[config.mk]
export PLATFORM = sky130hd
export DESIGN_NAME = zc_am_mod
export DESIGN_NICKNAME = d
export VERILOG_FILES = /design/src/rtl/zcam_pkg.sv /design/src/rtl/zcam_phase.sv /design/src/rtl/zcam_sine.sv /design/src/rtl/zcam_slot.sv /design/src/rtl/zc_am_mod.sv
export SDC_FILE = /design/constraint.sdc
export NUM_CORES = 1
export LEC_CHECK = 0
export ABC_CLOCK_PERIOD_IN_PS = 6850
export CORE_ASPECT_RATIO = 0.8
export CORE_UTILIZATION = 35
export DETAILED_ROUTE_END_ITERATION = 12
export DONT_BUFFER_PORTS = 1
export PLACE_DENSITY_LB_ADDON = 0.2
export REMOVE_ABC_BUFFERS = 1
export SLEW_MARGIN = 20
export SYNTH_ARGS = -nofsm -noshare
export SYNTH_HDL_FRONTEND = slang
export SYNTH_SLANG_ARGS = --single-unit
[constraint.sdc]
create_clock -name clk -period 6.85 [get_ports clk]
set_input_delay 0.685 -clock clk [delete_from_list [all_inputs] [get_ports clk]]
set_output_delay 0.685 -clock clk [all_outputs]
set_load 0.02 [all_outputs]
[src/rtl/zcam_pkg.sv]
package zcam_pkg;
  // crossing information produced by the phase stage
  typedef struct packed {
    logic hit;     // phase MSB changed relative to previous cycle
    logic rising;  // change was 1 -> 0 (start of a positive half)
  } zc_t;
endpackage

[src/rtl/zcam_phase.sv]
module zcam_phase
  import zcam_pkg::*;
#(
  parameter int PHASE_W = 32
) (
  input  logic               clk,
  input  logic               rst,
  input  logic [PHASE_W-1:0] tune_in,
  output logic [PHASE_W-1:0] phase,
  output zc_t                zc
);
  localparam int MSB = PHASE_W - 1;

  logic [MSB:0] ph_q, tune_q, step;
  logic         msb_prev_q;

  always_comb begin
    zc.hit    = ph_q[MSB] ^ msb_prev_q;
    zc.rising = zc.hit & ~ph_q[MSB];
    // the step leaving a crossing already uses the fresh tuning word
    step      = zc.hit ? tune_in : tune_q;
  end

  always_ff @(posedge clk) begin
    if (rst) begin
      ph_q       <= '0;
      msb_prev_q <= 1'b1;   // first cycle after reset is a rising crossing
      tune_q     <= '0;
    end else begin
      ph_q       <= ph_q + step;
      msb_prev_q <= ph_q[MSB];
      if (zc.hit) tune_q <= tune_in;
    end
  end

  assign phase = ph_q;


  tune_hold_chk: assert property (@(posedge clk) disable iff (rst)
    !zc.hit |=> (tune_q == $past(tune_q)));
endmodule

[src/rtl/zcam_sine.sv]
module zcam_sine #(
  parameter int LUT_AW = 6,
  parameter int SAMP_W = 8
) (
  input  logic [LUT_AW+1:0]        ph_top,   // quadrant bits + quarter index
  output logic signed [SAMP_W-1:0] samp
);
  localparam int N    = 1 << LUT_AW;
  localparam int MAXV = (1 << (SAMP_W - 1)) - 1;

  logic [SAMP_W-1:0] lut [0:N];

  generate
    for (genvar g = 0; g <= N; g++) begin : g_ent
      localparam real ANG = 1.5707963267948966 * real'(g) / real'(N);
      localparam int  VAL = $rtoi(real'(MAXV) * $sin(ANG) + 0.5);
      assign lut[g] = SAMP_W'(VAL);
    end
  endgenerate

  logic [1:0]        quad;
  logic [LUT_AW-1:0] qidx;
  logic [LUT_AW:0]   idx;
  logic [SAMP_W-1:0] mag;

  always_comb begin
    quad = ph_top[LUT_AW+1 -: 2];
    qidx = ph_top[LUT_AW-1:0];
    idx  = quad[0] ? ((LUT_AW+1)'(N) - {1'b0, qidx}) : {1'b0, qidx};
    mag  = lut[idx];
    samp = quad[1] ? -$signed(mag) : $signed(mag);
  end

  always_comb begin

    if (!quad[1]) begin
      pos_half_sign_chk: assert (!samp[SAMP_W-1]);
    end
  end
endmodule

[src/rtl/zcam_slot.sv]
module zcam_slot
  import zcam_pkg::*;
#(
  parameter int AMP_W = 8,
  parameter int CNT_W = 8
) (
  input  logic             clk,
  input  logic             rst,
  input  zc_t              zc,
  input  logic             dual_in,
  input  logic [CNT_W-1:0] periods_in,
  input  logic [AMP_W-1:0] sym_data,
  input  logic             sym_valid,
  output logic             sym_ready,
  output logic [AMP_W-1:0] amp,
  output logic             underrun,
  output logic             started
);
  logic [CNT_W-1:0] cnt_q;
  logic [AMP_W-1:0] amp_q;
  logic             under_q, started_q, slot, take;

  always_comb begin
    slot = !rst && zc.hit && (dual_in || (zc.rising && cnt_q == '0));
    take = slot && sym_valid;
    // a byte taken at the crossing already scales the crossing sample
    amp  = take ? sym_data : amp_q;
  end

  always_ff @(posedge clk) begin
    if (rst) begin
      cnt_q     <= '0;
      amp_q     <= '0;
      under_q   <= 1'b0;
      started_q <= 1'b0;
    end else begin
      if (take) begin
        amp_q     <= sym_data;
        started_q <= 1'b1;
      end
      if (slot && !sym_valid && started_q) under_q <= 1'b1;
      if (zc.hit) begin
        if (dual_in)
          cnt_q <= '0;
        else if (zc.rising)
          cnt_q <= (cnt_q != '0)      ? cnt_q - 1'b1 :
                   (periods_in == '0) ? '0 : periods_in - 1'b1;
      end
    end
  end

  assign sym_ready = slot;
  assign underrun  = under_q;
  assign started   = started_q;


  ready_at_zc_chk: assert property (@(posedge clk) disable iff (rst)
    sym_ready |-> zc.hit);

  underrun_sticky_chk: assert property (@(posedge clk) disable iff (rst)
    underrun |=> underrun);

  amp_hold_chk: assert property (@(posedge clk) disable iff (rst)
    !zc.hit |=> (amp_q == $past(amp_q)));
endmodule

[src/rtl/zc_am_mod.sv]
module zc_am_mod
  import zcam_pkg::*;
#(
  parameter int PHASE_W = 32,
  parameter int LUT_AW  = 6,
  parameter int SAMP_W  = 8,
  parameter int AMP_W   = 8,
  parameter int CNT_W   = 8
) (
  input  logic                     clk,
  input  logic                     rst,
  input  logic [PHASE_W-1:0]       tune_word,
  input  logic                     dual_mode,
  input  logic [CNT_W-1:0]         sym_periods,
  input  logic [AMP_W-1:0]         sym_data,
  input  logic                     sym_valid,
  output logic                     sym_ready,
  output logic signed [SAMP_W-1:0] dac_out,
  output logic                     underrun
);
  localparam int PROD_W = SAMP_W + AMP_W + 1;
  localparam int TOP_W  = LUT_AW + 2;

  logic [PHASE_W-1:0]       phase;
  zc_t                      zc;
  logic signed [SAMP_W-1:0] samp;
  logic [AMP_W-1:0]         amp;
  logic                     started;
  logic signed [PROD_W-1:0] prod, scaled;

  zcam_phase #(.PHASE_W(PHASE_W)) u_phase (
    .clk(clk), .rst(rst), .tune_in(tune_word), .phase(phase), .zc(zc)
  );

  zcam_sine #(.LUT_AW(LUT_AW), .SAMP_W(SAMP_W)) u_sine (
    .ph_top(phase[PHASE_W-1 -: TOP_W]), .samp(samp)
  );

  zcam_slot #(.AMP_W(AMP_W), .CNT_W(CNT_W)) u_slot (
    .clk(clk), .rst(rst), .zc(zc), .dual_in(dual_mode),
    .periods_in(sym_periods), .sym_data(sym_data), .sym_valid(sym_valid),
    .sym_ready(sym_ready), .amp(amp), .underrun(underrun), .started(started)
  );

  always_comb begin
    prod   = PROD_W'(samp) * $signed({1'b0, amp});
    scaled = prod >>> AMP_W;
  end

  always_ff @(posedge clk) begin
    if (rst) dac_out <= '0;
    else     dac_out <= scaled[SAMP_W-1:0];
  end


  silent_until_first_chk: assert property (@(posedge clk) disable iff (rst)
    (!started && !(sym_valid && sym_ready)) |=> (dac_out == '0));
endmodule

==> impl_metrics.csv <==
group,metric,value,unit
cells_and_area,area_growth,16.1,%
cells_and_area,layout_commonest_cell,"nor2_1",
routing,drc,0,
pwr,p_clk_share,10.2,%
floorplanning,die_y,137,µm
yosys,synth_top_area_share,22.7,%
floorplanning,die-area,23500,µm²
yosys,post_synth.cell_area_avg,8.45,µm²
routing,vias,6671,
cells_and_area,multiInputGateArea,5910,µm²
job,drv_cap,0,
setup_path,crit_top_cell,"fa_1",
setup_path,critPathSlowestCell,"fa_1",
floorplanning,die_width,171,µm
setup_path,r2r_start,"u_phase.phase[24]",
routing,drt_iter0_drc,385,
min_path,hold_path.startpoint,"rst",
floorplanning,pin_count,62,
routing,routedWlPerCell,14.9,µm
timing,period_needed,6.55,ns
timing,tightestPinTransition,0.722,ns
placed_design,portBuffers,0,
pwr,intPower,2.85,mW
placed_design,gp_congestion,0.844,
pwr,p_sw,2.53,mW
pwr,pwr-share-seq,14.5,%
cells_and_area,layout_common_cells,"nor2_1 (119), dfxtp_1 (91), buf_4 (79)",
routing,dr.max_layer_used,"met4",
cells_and_area,num-fill-cells,2292,
pwr,power.total,5.37,mW
pwr,combPwrFrac,75.2,%
pwr,p_leak,4.23,nW
cells_and_area,layout-drive-gt1-share,17.8,%
clocking,cts_buffer_depth,2,
global_route,grt_pass1_wl,31700,µm
setup_path,worstPathRequired,7.10,ns
yosys,synth_area,8020,µm²
clocking,cts_tree,"built",
global_route,grt_overflow,0,
clocking,cts-root-buf,"clkbuf_16",
timing,fmaxAchievable,153,MHz
floorplanning,start_util,35.6,%
clocking,cts_buffers,9,
yosys,yosysWarnings,0,
yosys,seq_area_frac_synth,22.7,%
yosys,synth_cells,949,
timing,slew_viol_final,0,
timing,setup_viol,0,
pwr,sw_frac_of_total,47.0,%
timing,timing.slew.headroom,51.5,%
min_path,worstHoldPathType,"input port to flop",
clocking,clk_pin_slew,0.08,ns
floorplanning,core,22500,µm²
yosys,netlist_top_cells_area,"dfxtp_1 (23%), ha_1 (12%), fa_1 (9.0%)",
setup_path,end_kind,"flop",
setup_path,cp.buffers_inverters,4,
setup_path,worstSetupPathType,"flop to flop",
routing,wl,19500,µm
clocking,cts.sinks,91,
cells_and_area,fin_util,41.4,%
cells_and_area,nNetsFinal,1170,
setup_path,critPathLaunchType,"flop",
yosys,synth_edf_count,0,
routing,met1_length,10700,µm
yosys,ys.flop_type,"dfxtp_1",
setup_path,worstPathMaxFanout,14,
clocking,postCtsHoldBufs,0,
setup_path,crit_family,"adder cells",
timing,finalCritPeriodShare,95.6,%
yosys,yosys.area.top_type,"dfxtp_1",
setup_path,critPathMaxStageDelay,0.54,ns
yosys,synth-seq-cells,91,
yosys,synth_cell_type_count,75,
cells_and_area,antenna_cells,0,
cells_and_area,seq_area,1820,µm²
clocking,insertion_delay,0.36,ns
placed_design,hpwl,14800,µm
routing,vias_per_cell,5.08,
global_route,grtUsageTotal,17.0,%
routing,firstDrtPassIters,4,
setup_path,critPathLaunch,"u_phase.phase[24]",
routing,wl_met3,752,µm
routing,wl_met2,7930,µm
floorplanning,num_rows,49,
global_route,grt_pass1_vias,6138,
yosys,async_flop_share,0,%
timing,skew,0.0127,ns
cells_and_area,final_area,9310,µm²
pwr,power.density,577,nW/µm²
setup_path,cp.arrival,6.80,ns
routing,antenna_left,0,
timing,hold_violations,0,
clocking,htree_levels,3,
global_route,grt_max_degree,107,
outcome,status,"complete, no violations",
global_route,grt_antenna_before_repair,0,
pwr,peakVddDrop,0.252,mV
placed_design,place_area,8790,µm²
[final cells by class]
class	count	area share (%)
clock buffer	9	2.42
clock inverter	7	1.01
inverter	73	2.94
multi-input combinational	748	63.4
sequential	91	19.6
tap	306	4.11
timing repair buffer	80	6.49
[state kept, by name, indices dropped and copies added, names as in the netlist]
signal              flops
u_slot.cnt_q            8
u_phase.phase          32
dac_out                 8
u_slot.underrun         1
u_phase.msb_prev_q      1
u_slot.amp_q            8
u_phase.tune_q         32
u_slot.started          1
[power by group through the flow]
stage	sequential [mW]	combinational (mW)	clock, mW
after floorplan	0.814	2.53	0
after global placement	0.790	3.79	0
after detailed placement	0.794	3.81	0
after CTS	0.782	3.83	0.570
after global routing	0.803	4.54	0.586
final	0.781	4.04	0.549
[cell families after synthesis]
| kind of cell | share of synthesized area [%] |
|---|---|
| xor+xnor | 5.29 |
| compound gates | 16.0 |
| mux | 7.46 |
| fa+ha+maj | 21.3 |
| flops | 22.7 |
| buf+inv | 5.43 |
| simple gates | 21.8 |
[per-stage QoR]
step                cells  setup WS, ns  setup TNS, ns  hold slack, ns
floorplan             912        -0.554          -2.57           0.438
global placement     1291        0.0335              0           0.457
detailed placement   1291       -0.0498        -0.0498           0.459
CTS                  1307        0.0508              0           0.378
global route         1314        -0.161         -0.550           0.385
finish               1314         0.300              0           0.392
[Yosys cell counts, types with 5 or more instances]
cell type  instances
nor2_1           122
dfxtp_1           91
ha_1              79
inv_1             71
a21oi_1           51
nand2_1           47
nor2b_1           42
o21ai_0           38
fa_1              36
mux2_2            36
nor3_1            25
xnor2_1           24
nand2b_1          21
clkbuf_1          20
mux2i_1           17
xor2_1            17
a21o_1            16
and2_1            10
or2_1             10
buf_2              9
nand3_1            9
a31oi_1            8
and3_1             8
nor3b_1            8
nor4_1             8
a211oi_1           7
o211ai_1           7
o21bai_1           7
buf_1              6
o21ai_1            6
o22ai_1            6
a2111oi_0          5
o21a_1             5
or2_2              5
or4_1              5
[per-layer routing]
metal  global-route usage (%)  up-vias
met1                     26.5     3148
met5                        0        -
met3                     2.21        9
met4                     3.72        0
met2                     24.5      113
li1                         -     3401
[repair_timing]
| action | 4_1_cts | 5_1_grt |
|---|---|---|
| pin swaps | 0 | 15 |
| buffers inserted | 0 | 7 |
| resized for setup | 1 | 29 |
| endpoints found under the setup margin | 1 | 7 |
[path summary, 6_finish.rpt]
path	endpoint	slack (ns)	cells after the start
setup / recovery	dac_out[6]	0.30	25
hold / removal	dac_out[1]	0.39	1
setup reg to reg	dac_out[6]	0.30	25
hold reg to reg	u_slot.started	0.47	2
Power figures use the tool's default switching activity.
